$ cat config.mk
export PLATFORM = sky130hd
export DESIGN_NAME = pause_fc_ctrl
export DESIGN_NICKNAME = d
export VERILOG_FILES = /design/src/rtl/pfc_pkg.sv /design/src/rtl/pfc_thresh.sv /design/src/rtl/pfc_water_fsm.sv /design/src/rtl/pfc_tx_arb.sv /design/src/rtl/pfc_rx_status.sv /design/src/rtl/pause_fc_ctrl.sv
export SDC_FILE = /design/constraint.sdc
export NUM_CORES = 1
export LEC_CHECK = 0
export BUFFER_PORTS_ARGS = -buffer_cell sky130_fd_sc_hd__buf_2
export CELL_PAD_IN_SITES_DETAIL_PLACEMENT = 1
export CELL_PAD_IN_SITES_GLOBAL_PLACEMENT = 2
export CORE_MARGIN = 1.5
export CORE_UTILIZATION = 25
export DETAILED_ROUTE_END_ITERATION = 10
export PLACE_DENSITY = 0.85
export SLEW_MARGIN = 20
export SYNTH_ARGS = -nofsm -noshare
export SYNTH_HDL_FRONTEND = slang
export SYNTH_SLANG_ARGS = --single-unit
$ cat constraint.sdc
create_clock -name clk -period 2.1 [get_ports clk]
set_input_delay 0.525 -clock clk [delete_from_list [all_inputs] [get_ports clk]]
set_output_delay 0.525 -clock clk [all_outputs]
set_load 0.02 [all_outputs]
$ cat src/rtl/pfc_pkg.sv
package pfc_pkg;
  typedef enum logic [1:0] {
    WS_OPEN     = 2'd0,
    WS_XOFF_REQ = 2'd1,
    WS_XOFF_OUT = 2'd2,
    WS_XON_REQ  = 2'd3
  } water_st_t;

  typedef enum logic [2:0] {
    SRC_NONE  = 3'd0,
    SRC_FXOFF = 3'd1,
    SRC_FXON  = 3'd2,
    SRC_AXOFF = 3'd3,
    SRC_AXON  = 3'd4
  } pause_src_t;
endpackage

$ cat src/rtl/pfc_thresh.sv
module pfc_thresh #(
  parameter int FREE_W = 5,
  parameter int THR_W  = 4,
  parameter int HI_RST = 3,
  parameter int LO_RST = 8
) (
  input  logic              clk,
  input  logic              rst,
  input  logic              cfg_we,
  input  logic [THR_W-1:0]  cfg_hi,
  input  logic [THR_W-1:0]  cfg_lo,
  input  logic [FREE_W-1:0] free_kb,
  output logic [THR_W-1:0]  hi_q,
  output logic [THR_W-1:0]  lo_q,
  output logic              below_hi,
  output logic              above_lo
);
  localparam int CMP_W = (FREE_W > THR_W) ? FREE_W : THR_W;

  logic [CMP_W-1:0] free_x, hi_x, lo_x;

  always_ff @(posedge clk) begin
    if (rst) begin
      hi_q <= THR_W'(HI_RST);
      lo_q <= THR_W'(LO_RST);
    end else if (cfg_we) begin
      hi_q <= cfg_hi;
      lo_q <= cfg_lo;
    end
  end

  always_comb begin
    free_x   = CMP_W'(free_kb);
    hi_x     = CMP_W'(hi_q);
    lo_x     = CMP_W'(lo_q);
    below_hi = free_x < hi_x;
    above_lo = free_x > lo_x;
  end
endmodule

$ cat src/rtl/pfc_water_fsm.sv
module pfc_water_fsm
  import pfc_pkg::*;
(
  input  logic clk,
  input  logic rst,
  input  logic auto_en,
  input  logic below_hi,
  input  logic above_lo,
  input  logic done_xoff,
  input  logic done_xon,
  input  logic auto_busy,
  output logic want_xoff,
  output logic want_xon
);
  water_st_t st, st_nx;

  always_comb begin
    st_nx = st;
    unique case (st)
      WS_OPEN:
        if (auto_en && below_hi) st_nx = WS_XOFF_REQ;
      WS_XOFF_REQ:
        if (done_xoff) st_nx = WS_XOFF_OUT;
        else if (!auto_en && !auto_busy) st_nx = WS_OPEN;
      WS_XOFF_OUT:
        if (!auto_en) st_nx = WS_OPEN;
        else if (above_lo) st_nx = WS_XON_REQ;
      WS_XON_REQ:
        if (done_xon) st_nx = WS_OPEN;
        else if (!auto_en && !auto_busy) st_nx = WS_OPEN;
      default: st_nx = WS_OPEN;
    endcase
  end

  always_ff @(posedge clk) begin
    if (rst) st <= WS_OPEN;
    else     st <= st_nx;
  end

  assign want_xoff = (st == WS_XOFF_REQ);
  assign want_xon  = (st == WS_XON_REQ);
endmodule

$ cat src/rtl/pfc_tx_arb.sv
module pfc_tx_arb
  import pfc_pkg::*;
#(
  parameter int TIME_W = 16
) (
  input  logic              clk,
  input  logic              rst,
  input  logic              force_xoff_set,
  input  logic              force_xon_set,
  input  logic              want_xoff,
  input  logic              want_xon,
  input  logic              tx_done,
  output logic              force_xoff_q,
  output logic              force_xon_q,
  output logic              pause_req,
  output logic [TIME_W-1:0] pause_time,
  output logic              done_xoff,
  output logic              done_xon,
  output logic              auto_busy
);
  localparam logic [TIME_W-1:0] T_XOFF = {TIME_W{1'b1}};
  localparam logic [TIME_W-1:0] T_XON  = '0;

  pause_src_t src;
  logic       fin;

  assign fin       = pause_req && tx_done;
  assign done_xoff = fin && (src == SRC_AXOFF);
  assign done_xon  = fin && (src == SRC_AXON);
  assign auto_busy = pause_req && ((src == SRC_AXOFF) || (src == SRC_AXON));

  always_ff @(posedge clk) begin
    if (rst) begin
      force_xoff_q <= 1'b0;
      force_xon_q  <= 1'b0;
    end else begin
      force_xoff_q <= (force_xoff_q && !(fin && src == SRC_FXOFF)) || force_xoff_set;
      force_xon_q  <= (force_xon_q  && !(fin && src == SRC_FXON))  || force_xon_set;
    end
  end

  always_ff @(posedge clk) begin
    if (rst) begin
      pause_req  <= 1'b0;
      pause_time <= T_XON;
      src        <= SRC_NONE;
    end else if (pause_req) begin
      if (tx_done) begin
        pause_req <= 1'b0;
        src       <= SRC_NONE;
      end
    end else if (force_xoff_q) begin
      pause_req  <= 1'b1;
      pause_time <= T_XOFF;
      src        <= SRC_FXOFF;
    end else if (force_xon_q) begin
      pause_req  <= 1'b1;
      pause_time <= T_XON;
      src        <= SRC_FXON;
    end else if (want_xoff) begin
      pause_req  <= 1'b1;
      pause_time <= T_XOFF;
      src        <= SRC_AXOFF;
    end else if (want_xon) begin
      pause_req  <= 1'b1;
      pause_time <= T_XON;
      src        <= SRC_AXON;
    end
  end
endmodule

$ cat src/rtl/pfc_rx_status.sv
module pfc_rx_status (
  input  logic clk,
  input  logic rst,
  input  logic rx_pause_evt,
  input  logic rx_pause_live,
  input  logic stat_rd,
  output logic rx_pause_sticky,
  output logic rx_pause_now
);
  always_ff @(posedge clk) begin
    if (rst) begin
      rx_pause_sticky <= 1'b0;
      rx_pause_now    <= 1'b0;
    end else begin
      rx_pause_sticky <= rx_pause_evt || (rx_pause_sticky && !stat_rd);
      rx_pause_now    <= rx_pause_live;
    end
  end
endmodule

$ cat src/rtl/pause_fc_ctrl.sv
module pause_fc_ctrl #(
  parameter int FREE_W = 5,
  parameter int THR_W  = 4,
  parameter int TIME_W = 16,
  parameter int HI_RST = 3,
  parameter int LO_RST = 8
) (
  input  logic              clk,
  input  logic              rst,
  input  logic [FREE_W-1:0] free_kb,
  input  logic              cfg_we,
  input  logic [THR_W-1:0]  cfg_hi,
  input  logic [THR_W-1:0]  cfg_lo,
  input  logic              auto_en,
  input  logic              force_xoff_set,
  input  logic              force_xon_set,
  input  logic              tx_done,
  input  logic              rx_pause_evt,
  input  logic              rx_pause_live,
  input  logic              stat_rd,
  output logic [THR_W-1:0]  hi_thr_q,
  output logic [THR_W-1:0]  lo_thr_q,
  output logic              force_xoff_q,
  output logic              force_xon_q,
  output logic              pause_req,
  output logic [TIME_W-1:0] pause_time,
  output logic              rx_pause_sticky,
  output logic              rx_pause_now
);
  logic below_hi, above_lo;
  logic want_xoff, want_xon;
  logic done_xoff, done_xon, auto_busy;

  pfc_thresh #(
    .FREE_W(FREE_W), .THR_W(THR_W), .HI_RST(HI_RST), .LO_RST(LO_RST)
  ) u_thresh (
    .clk(clk), .rst(rst), .cfg_we(cfg_we), .cfg_hi(cfg_hi), .cfg_lo(cfg_lo),
    .free_kb(free_kb), .hi_q(hi_thr_q), .lo_q(lo_thr_q),
    .below_hi(below_hi), .above_lo(above_lo)
  );

  pfc_water_fsm u_fsm (
    .clk(clk), .rst(rst), .auto_en(auto_en),
    .below_hi(below_hi), .above_lo(above_lo),
    .done_xoff(done_xoff), .done_xon(done_xon), .auto_busy(auto_busy),
    .want_xoff(want_xoff), .want_xon(want_xon)
  );

  pfc_tx_arb #(.TIME_W(TIME_W)) u_arb (
    .clk(clk), .rst(rst),
    .force_xoff_set(force_xoff_set), .force_xon_set(force_xon_set),
    .want_xoff(want_xoff), .want_xon(want_xon), .tx_done(tx_done),
    .force_xoff_q(force_xoff_q), .force_xon_q(force_xon_q),
    .pause_req(pause_req), .pause_time(pause_time),
    .done_xoff(done_xoff), .done_xon(done_xon), .auto_busy(auto_busy)
  );

  pfc_rx_status u_rx (
    .clk(clk), .rst(rst), .rx_pause_evt(rx_pause_evt),
    .rx_pause_live(rx_pause_live), .stat_rd(stat_rd),
    .rx_pause_sticky(rx_pause_sticky), .rx_pause_now(rx_pause_now)
  );
endmodule

Word-level counts from Yosys, hierarchy flattened
Cells that the tools add are included.
{"block": "op_classes", "n_lt_le_gt_ge": 2, "eq_ne": 10, "muxes": 23, "n_bitwise": 1, "n_reduce_logical": 26}
{"cell": "16-bit 2-to-1 mux", "n": 4}
{"cell": "3-bit 2-to-1 mux", "n": 6}
{"cell": "2-bit 2-to-1 mux", "n": 6}
{"cell": "1-bit logical AND", "n": 11}
{"cell": "2-bit one-hot mux with 4 select lines", "n": 1}
{"cell": "3-bit by 2-bit equality test with 1-bit output, second input constant", "n": 2}
{"cell": "1-bit 2-to-1 mux", "n": 6}
{"cell": "2-bit AND reduction", "n": 3}
{"cell": "5-bit by 4-bit > comparator with 1-bit output", "n": 1}
{"cell": "1-bit logical NOT", "n": 5}
{"cell": "5-bit by 4-bit less-than comparator with 1-bit output", "n": 1}
{"cell": "5-bit nonzero test", "n": 1}
{"cell": "2-bit equality test, second input constant", "n": 2}
{"cell": "1-bit logical OR", "n": 4}
{"cell": "4-bit nonzero test", "n": 1}
{"cell": "3-bit by 1-bit equality test with 1-bit output, second input constant", "n": 1}
{"cell": "3-bit equality test, second input constant", "n": 1}
{"cell": "3-bit inequality test, second input constant", "n": 1}
{"cell": "2-bit by 1-bit equality test with 1-bit output, second input constant", "n": 1}
{"cell": "2-bit logical NOT", "n": 1}
{"cell": "2-bit by 1-bit inequality test with 1-bit output, second input constant", "n": 1}
{"cell": "2-bit inequality test, second input constant", "n": 1}
{"cell": "1-bit inverter", "n": 1}
{"block": "totals", "regBits": 34, "output_inout_bits": 29, "wordCells": 72}

Logic depth before layout (Yosys ltp)
Gate-level depths: netlist (run 1).
{"block": "depth", "ltp_word": 8, "mapped_depth": 6, "mapped_depth_nobuf": 6}

Modules after synthesis
Synthesis (run 1) repeated with hierarchy kept, for this count alone.
{"block": "unflattened", "cells_unflattened": 128, "area_unflattened_um2": 1162.4}
{"mod": "pfc_tx_arb", "instances": 1, "cells_each": 57, "area_each_um2": 499.2, "seq_area_each_um2": 140.1}
{"mod": "pfc_thresh", "instances": 1, "cells_each": 50, "area_each_um2": 461.7, "seq_area_each_um2": 160.2}
{"mod": "pfc_water_fsm", "instances": 1, "cells_each": 15, "area_each_um2": 136.4, "seq_area_each_um2": 40.0}
{"mod": "pfc_rx_status", "instances": 1, "cells_each": 6, "area_each_um2": 65.1, "seq_area_each_um2": 40.0}

Worst setup path after synthesis (run 1)
No wires, ideal clock.
{"block": "synth_path", "kind": "reg-to-reg", "from": "reg u_arb.pause_req", "to": "reg u_fsm.st[0]", "setup_ps": 121, "arrival_ps": 1549, "t_required_ps": 1979, "path_slack_ps": 430, "stages_incl_launch_ff": 6, "n_path_buf": 1, "synth_period_minus_slack_ps": 1670, "path_cell_list": "dfxtp_1 -> buf_4 -> nand2_2 -> or4b_1 -> o2111a_1 -> nor4bb_1"}
{"block": "synth_via", "elab_chain_len": 6}
{"element": "start, declared", "line_no": "pfc_tx_arb.sv:15", "rtl": "output logic pause_req,"}
{"element": "start signal, assigned", "line_no": "pfc_tx_arb.sv:44", "rtl": "pause_req <= 1'b0;"}
{"element": "start signal, assigned", "line_no": "pfc_tx_arb.sv:49", "rtl": "pause_req <= 1'b0;"}
{"element": "start signal, assigned", "line_no": "pfc_tx_arb.sv:53", "rtl": "pause_req <= 1'b1;"}
{"element": "1-bit logical AND", "line_no": "pfc_tx_arb.sv:30", "rtl": "assign auto_busy = pause_req && ((src == SRC_AXOFF) || (src == SRC_AXON));"}
{"element": "1-bit logical NOT", "line_no": "pfc_water_fsm.sv:24, pfc_water_fsm.sv:30"}
{"element": "1-bit logical AND", "line_no": "pfc_water_fsm.sv:24, pfc_water_fsm.sv:30"}
{"element": "2-bit 2-to-1 mux"}
{"element": "2-bit 2-to-1 mux, on equally long branches", "line_no": "pfc_water_fsm.sv:29, pfc_water_fsm.sv:23"}
{"element": "2-bit one-hot mux with 4 select lines *", "line_no": "pfc_water_fsm.sv:19", "rtl": "unique case (st)"}
{"element": "end signal, assigned", "line_no": "pfc_water_fsm.sv:37", "rtl": "else st <= st_nx;"}
{"element": "end, declared", "line_no": "pfc_water_fsm.sv:15", "rtl": "water_st_t st, st_nx;"}
Every way passes the cells marked *; elsewhere a longest branch is shown, timed or not.
A chain may end at the register's enable or synchronous reset.

Worst setup path in the final report (run 1)
Same ends and word-level chain as after synthesis.

==> results of run 1 <==
-- final timing paths --
| check | start | slack (ns) | cells after the start | to |
|---|---|---|---|---|
| max | u_arb.pause_req$_SDFF_PP0_ | 0.43 | 4 | u_fsm.st[0]$_SDFFE_PP0P_ |
| max reg2reg | u_arb.pause_req$_SDFF_PP0_ | 0.43 | 4 | u_fsm.st[0]$_SDFFE_PP0P_ |
| min reg2reg | u_rx.rx_pause_sticky$_SDFF_PP0_ | 0.50 | 2 | u_rx.rx_pause_sticky$_SDFF_PP0_ |
| min | rx_pause_live | 0.46 | 2 | u_rx.rx_pause_now$_SDFF_PP0_ |
-- metal layers --
layer  track usage, %  up-vias
li1                 -      516
met1            12.72      444
met2            19.76       36
met3            2.471        4
met4            4.575        0
met5                0        -
-- registers in the layout, summed over array words and instances (netlist names) --
signal	count
u_thresh.hi_q	4
u_thresh.lo_q	4
u_arb.src	3
u_fsm.st	2
u_arb.force_xoff_q	1
u_arb.force_xon_q	1
u_arb.pause_req	1
u_arb.pause_time	1
u_rx.rx_pause_now	1
u_rx.rx_pause_sticky	1
-- layout by cell type, fill, tap and decap left out --
master | synthesis | layout
o211ai_1 | 2 | 2
nor4bb_1 | 1 | 1
nor4_1 | 2 | 2
nor2b_1 | 3 | 3
mux2i_1 | 7 | 7
nand2_1 | 5 | 5
o22ai_1 | 3 | 3
nand3b_1 | 1 | 1
nand2_2 | 1 | 1
o21ai_0 | 3 | 3
buf_2 | 0 | 51
inv_1 | 11 | 11
nor3b_1 | 2 | 2
or4b_1 | 2 | 2
nor2_1 | 12 | 12
ha_1 | 7 | 7
or3_1 | 1 | 1
or4_1 | 1 | 1
a21oi_1 | 10 | 10
clkbuf_8 | 0 | 3
o22a_1 | 1 | 1
o2111a_1 | 1 | 1
or2_2 | 1 | 1
nor4b_1 | 1 | 1
clkinvlp_4 | 0 | 1
nand2b_1 | 7 | 7
nor3_1 | 5 | 5
nand4b_1 | 2 | 2
nand3_1 | 2 | 2
dfxtp_1 | 19 | 19
-- cell type report --
class                      count  area (µm²)  share of cell area (%)
clock buffer                   3       41.29                   3.067
multi-input combinational     83       555.5                   41.26
inverter                      11       41.29                   3.067
sequential                    19       380.4                   28.25
clock inverter                 1       7.507                  0.5576
tap                           52       65.06                   4.833
timing repair buffer          51       255.2                   18.96
-- per-stage QoR --
step                      cells  utilization [%]  total power (W)  worst slack (ns)
after floorplan             132                -        0.0006290            0.4299
after global placement      216            30.01        0.0006731            0.3865
after detailed placement    216            30.01        0.0006774            0.3703
after CTS                   220            31.13        0.0009574            0.4380
after global routing        220            31.13        0.0009963            0.3442
final                       220            31.13        0.0009424            0.4344
-- power groups by stage --
stage          logic (W)  clock network, W  registers [W]
2_1_floorplan   0.000187                 0       0.000442
3_3_place_gp    0.000244                 0       0.000429
3_5_place_dp    0.000248                 0       0.000429
4_1_cts         0.000249          0.000287       0.000421
5_1_grt         0.000273          0.000296       0.000427
6_report        0.000244          0.000277       0.000421
-- cell families (layout without fill, tap and decap cells) --
family / Yosys count / in the layout
AO/OA/AOI/OAI: 20 / 20
flip-flops: 19 / 19
adder cells (fa/ha/maj): 7 / 7
AND/OR/NAND/NOR: 49 / 49
buffers and inverters: 30 / 66
multiplexers: 7 / 7
-- critical path: stages (launching register included) --
cell,delay (ns)
dfxtp_1,0.52
nand2_2,0.15
or4b_1,0.53
o2111a_1,0.24
nor4bb_1,0.13
==> flow_summary.json, run 1 <==
{
  "start_util_pct": 25.64,
  "layout-drive-gt1-share_pct": 33.93,
  "leakage_nw": 0.6449,
  "fillers": 544,
  "irDropWorstVdd_v": 0.0003125,
  "cts-resized-gates": 0,
  "start_kind": "register",
  "clkTransAtPathRegs_ns": 0.09,
  "power.switching_w": 0.0003244,
  "hp-class": "input pin to register",
  "syn_avg_cell_area_um2": 8.398,
  "drc": 0,
  "yosysUniqueCellTypes": 29,
  "hold_viol": 0,
  "power_density_nw_per_um2": 700.0,
  "drt_iter0_drc": 8,
  "synthAdderAreaFrac_pct": 7.901,
  "synth_top_family_by_area": "simple AND/OR/NAND/NOR gates",
  "setup_viol": 0,
  "detail_route.wl_per_cell_um": 11.55,
  "syn_area_um2": 1109,
  "combPwrFrac_pct": 25.9,
  "antenna_found_initial": 0,
  "crit_fanout": 10,
  "die_w_um": 69.59,
  "swShare_pct": 34.43,
  "cts_tree": "done",
  "synth_common_cells": "19 x dfxtp_1, 16 x buf_4, 12 x nor2_1",
  "slew_headroom_pct": 70.41,
  "yosysMostFrequentCell": "dfxtp_1",
  "cp-end-kind": "register",
  "rsz0062_at_grt": "false",
  "cts_buffers": 3,
  "ios": 52,
  "antenna_left": 0,
  "globalRouteOverflowTotal": 0,
  "post-route-min-period_ns": 1.666,
  "syn_to_final_growth_pct": 21.44,
  "fp-row-count": 24,
  "coreArea_um2": 4324,
  "crit_type": "register to register",
  "p_seq_share_pct": 44.7,
  "timing.hold.ws_ns": 0.4635,
  "synth_edf_count": 0,
  "drt_wl_total_um": 2540,
  "synth_warnings": 0,
  "wl_met3_um": 161,
  "tightest_slew_ns": 0.4398,
  "clock-sinks": 19,
  "syn_nets": 162,
  "cap_violations": 0,
  "p_int_w": 0.0006179,
  "synth-xor-area-share_pct": 0,
  "grt_pass1_wl_um": 4360,
  "crit_arrival_ns": 1.83,
  "yosysSeqAreaShare_pct": 34.31,
  "drv_slew": 0,
  "num_vias": 1000,
  "final_nets": 199,
  "synth-simple-area-share_pct": 25.17,
  "p_clk_share_pct": 29.4,
  "vias_per_cell": 4.545,
  "met1Wirelength_um": 1162,
  "async_flop_share_pct": 0,
  "grt_max_degree": 18,
  "die_area_um2": 4843,
  "muxShareOfSynthArea_pct": 6.321,
  "yosys.area.top_type": "dfxtp_1",
  "fin_crit_sh_pct": 79.32,
  "antenna_cells": 0,
  "worstSkewPairLatency_ns": 0.27,
  "required_ns": 2.26,
  "yosys.area.top_type_share_pct": 34.31,
  "htree_num_levels": 1,
  "synth-main-ff-cell": "dfxtp_1",
  "cts_setup_buffers": 0,
  "dpl.hpwl_um": 2066,
  "route.met2.wl_um": 1177,
  "topRoutingLayerUsed": "met4",
  "cts_buffer_depth": 2,
  "status": "finished, final reports clean",
  "cts.hold.buffers_added": 0,
  "clockRootBuffer": "clkbuf_8",
  "tns_ns": 0,
  "timing.fmax_mhz": 600.4,
  "grt_pass1_vias": 1003,
  "fin_area_um2": 1346,
  "synth_cells": 132,
  "ys_seq_elements": 19,
  "synth_top_cells_by_area": "dfxtp_1 34%, buf_4 11%, ha_1 7.9%, mux2i_1 6.3%, a21oi_1 4.5%",
  "synth-compound-area-share_pct": 10.72,
  "finalWeightedCongestion": 0.7779,
  "place_area_um2": 1297,
  "die_y_um": 69.59,
  "first_pass_iters": 2,
  "fin_skew_ns": 0.008659,
  "grtUsageTotal_pct": 11.10,
  "numPortBuffers": 51
}
No activity file was read; power rests on OpenSTA's default activity.
==> inputs of run 2 (changes only) <==
--- a/config.mk
+++ b/config.mk
@@ -5,13 +5,14 @@
 export SDC_FILE = /design/constraint.sdc
 export NUM_CORES = 1
 export LEC_CHECK = 0
+export ABC_AREA = 1
 export BUFFER_PORTS_ARGS = -buffer_cell sky130_fd_sc_hd__buf_2
 export CELL_PAD_IN_SITES_DETAIL_PLACEMENT = 1
 export CELL_PAD_IN_SITES_GLOBAL_PLACEMENT = 2
 export CORE_MARGIN = 1.5
-export CORE_UTILIZATION = 25
+export CORE_UTILIZATION = 23
 export DETAILED_ROUTE_END_ITERATION = 10
-export PLACE_DENSITY = 0.85
+export PLACE_DENSITY = 0.84
 export SLEW_MARGIN = 20
 export SYNTH_ARGS = -nofsm -noshare
 export SYNTH_HDL_FRONTEND = slang
==> constraint.sdc (replaced) <==
create_clock -name clk -period 1.7 [get_ports clk]
set_input_delay 0.425 -clock clk [delete_from_list [all_inputs] [get_ports clk]]
set_output_delay 0.425 -clock clk [all_outputs]
set_load 0.02 [all_outputs]
==> run 2 against run 1 <==
Against the previous run: clock power grew 18%; cell area increased by 3.2%; wire length increased by 11%; largest power group unchanged; highest routed layer unchanged.
==> flow_summary.json, run 2 <==
{
  "fin_skew_ns": 0.004238,
  "layout_commonest_cell": "buf_2",
  "p_int_w": 0.0007626,
  "swShare_pct": 35.14,
  "cts-resized-gates": 0,
  "path_cells": "buf_2",
  "fin_crit_sh_pct": 85.70,
  "antenna_cells": 0,
  "start_util_pct": 23.76,
  "cts_tree": "done",
  "synth_top_cells_by_area": "dfxtp_1 34%, nand2_1 10%, buf_4 10%, inv_1 10%, ha_1 7.8%",
  "async_flop_share_pct": 0,
  "cts_buffers": 3,
  "cts_buffer_depth": 2,
  "timing.fmax_mhz": 686.4,
  "ff2ff_path_depth": 9,
  "critPathMaxStageDelay_ns": 0.54,
  "drv_slew": 0,
  "ys_seq_elements": 19,
  "cts.hold.buffers_added": 0,
  "syn_to_final_growth_pct": 23.75,
  "numPortBuffers": 51,
  "yosys.area.top_type": "dfxtp_1",
  "clock-sinks": 19,
  "hold_viol": 0,
  "fp-row-count": 25,
  "cp-end-kind": "output port",
  "synth_warnings": 0,
  "irDropWorstVdd_v": 0.0004327,
  "setup_viol": 0,
  "antenna_left": 0,
  "reg2reg_from": "u_thresh.hi_q[3]$_SDFFE_PP0P_",
  "power.switching_w": 0.0004133,
  "crit_fanout": 17,
  "crit_type": "register to output port",
  "grt_pass1_wl_um": 4609,
  "die_area_um2": 5308,
  "finalWeightedCongestion": 0.7379,
  "syn_avg_cell_area_um2": 6.761,
  "cp.depth": 1,
  "cp_top_family": "flip-flops",
  "drc": 0,
  "detail_route.wl_per_cell_um": 10.37,
  "combPwrFrac_pct": 28.1,
  "leakage_nw": 0.7836,
  "syn_area_um2": 1122,
  "crit_arrival_ns": 1.03,
  "cap_violations": 0,
  "first_pass_iters": 4,
  "ios": 52,
  "coreArea_um2": 4723,
  "cts_setup_buffers": 0,
  "post-route-min-period_ns": 1.457,
  "p_seq_share_pct": 44.1,
  "yosysMostFrequentCell": "nand2_1",
  "fillers": 608,
  "clockRootBuffer": "clkbuf_8",
  "final_nets": 236,
  "status": "finished, final reports clean",
  "synth_cells": 166,
  "globalRouteOverflowTotal": 0,
  "synth_edf_count": 0,
  "tns_ns": 0,
  "yosysSeqAreaShare_pct": 33.89,
  "hp-class": "input pin to register",
  "cp_num_buf_inv": 1,
  "tightest_slew_ns": 0.3568,
  "clkTransAtPathRegs_ns": 0.08,
  "top_regs": "u_thresh.hi_q x4, u_thresh.lo_q x4, u_arb.src x3",
  "p_clk_share_pct": 27.8,
  "crit_path_end": "pause_time[15]",
  "dpl.hpwl_um": 2335,
  "die_y_um": 72.86,
  "power_density_nw_per_um2": 846.7,
  "vias_per_cell": 4.081,
  "antenna_found_initial": 0,
  "fin_util_pct": 29.40,
  "crit_path_start": "u_arb.pause_time[14]$_SDFFE_PP0P_",
  "yosys.area.top_type_share_pct": 33.89,
  "htree_num_levels": 1,
  "synth_common_cells": "31 x nand2_1, 30 x inv_1, 19 x dfxtp_1",
  "syn_nets": 196,
  "num_vias": 1110,
  "slew_headroom_pct": 76.18,
  "required_ns": 1.27,
  "grt_max_degree": 18,
  "rsz0062_at_grt": "false",
  "r2r-end": "u_fsm.st[0]$_SDFFE_PP0P_",
  "rrSetupSlack_ns": 0.47,
  "timing.hold.ws_ns": 0.3711,
  "final_cell_mix": "51 x buf_2, 31 x nand2_1, 30 x inv_1, 19 x dfxtp_1, 18 x nor2_1",
  "synth-main-ff-cell": "dfxtp_1",
  "layout-drive-gt1-share_pct": 28.29,
  "start_kind": "register",
  "slowest_stage": "dfxtp_1",
  "worstSkewPairLatency_ns": 0.26,
  "drt_wl_total_um": 2821,
  "grtUsageTotal_pct": 11.25,
  "die_w_um": 72.86,
  "yosysUniqueCellTypes": 19,
  "drt_iter0_drc": 25,
  "grt_pass1_vias": 1054
}
run 2: worst min-delay path by stage:
stage,startpoint,end,slack (ns),cells past startpoint
3_3_place_gp,u_thresh.hi_q[2]$_SDFFE_PP0P_,u_thresh.hi_q[2]$_SDFFE_PP0P_,0.47,2
5_1_grt,rx_pause_evt,u_rx.rx_pause_sticky$_SDFF_PP0_,0.37,3
6_report,cfg_hi[0],u_thresh.hi_q[0]$_SDFFE_PP1P_,0.37,3
4_1_cts,cfg_hi[0],u_thresh.hi_q[0]$_SDFFE_PP1P_,0.37,3
3_5_place_dp,u_thresh.lo_q[1]$_SDFFE_PP0P_,u_thresh.lo_q[1]$_SDFFE_PP0P_,0.48,2
2_1_floorplan,u_arb.src[2]$_SDFFE_PP0P_,u_arb.src[2]$_SDFFE_PP0P_,0.48,2
run 2: area by class of cell:
cell class	count	area, µm²	area share, %
well taps	67	83.83	6.036
inverters	32	120.1	8.649
clock buffers	4	45.04	3.243
flip-flops and latches	19	380.4	27.39
repair buffers	51	255.2	18.38
multi-input cells	99	504.2	36.31
run 2: cells by family (layout without fill, tap and decap cells):
| logic type | after synthesis | in the layout | share of synthesized area (%) |
|---|---|---|---|
| AO/OA/AOI/OAI | 28 | 28 | 12.93 |
| adder cells (fa/ha/maj) | 7 | 7 | 7.803 |
| buffers and inverters | 48 | 87 | 21.18 |
| flip-flops | 19 | 19 | 33.89 |
| AND/OR/NAND/NOR | 64 | 64 | 24.19 |
run 2: power by group through the flow:
stage / Sequential (W) / Combinational, W / Clock (W)
4_1_cts: 0.000520 / 0.000337 / 0.000342
3_3_place_gp: 0.000530 / 0.000329 / 0
3_5_place_dp: 0.000531 / 0.000335 / 0
5_1_grt: 0.000527 / 0.000372 / 0.000358
6_report: 0.000519 / 0.000330 / 0.000327
2_1_floorplan: 0.000555 / 0.000239 / 0
run 2: per-stage QoR:
stage | cell area [µm²] | worst slack, ns | power (W) | instances
after global placement | 1344 | 0.3166 | 0.0008589 | 268
after detailed placement | 1344 | 0.3019 | 0.0008658 | 268
after global routing | 1389 | 0.1351 | 0.001258 | 272
final | 1389 | 0.2432 | 0.001176 | 272
after CTS | 1389 | 0.2045 | 0.001199 | 272
after floorplan | 1122 | 0.3830 | 0.0007942 | 166
run 2: worst register-to-register path, cell delays in order (launching register included):
cell     delay (ns)
dfxtp_1        0.35
inv_1          0.06
ha_1           0.27
inv_1          0.04
nor2_1         0.11
nand3_1        0.08
nand4_1        0.08
nand2_1        0.05
nand3_1        0.07
nor2_1         0.04
run 2: metal layers:
| metal | track usage (%) | vias up | wire, µm |
|---|---|---|---|
| met4 | 4.403 | 0 | 50 |
| met3 | 2.210 | 4 | 138 |
| li1 | - | 581 | - |
| met1 | 13.25 | 488 | 1289 |
| met2 | 19.98 | 37 | 1342 |
| met5 | 0 | - | 0 |
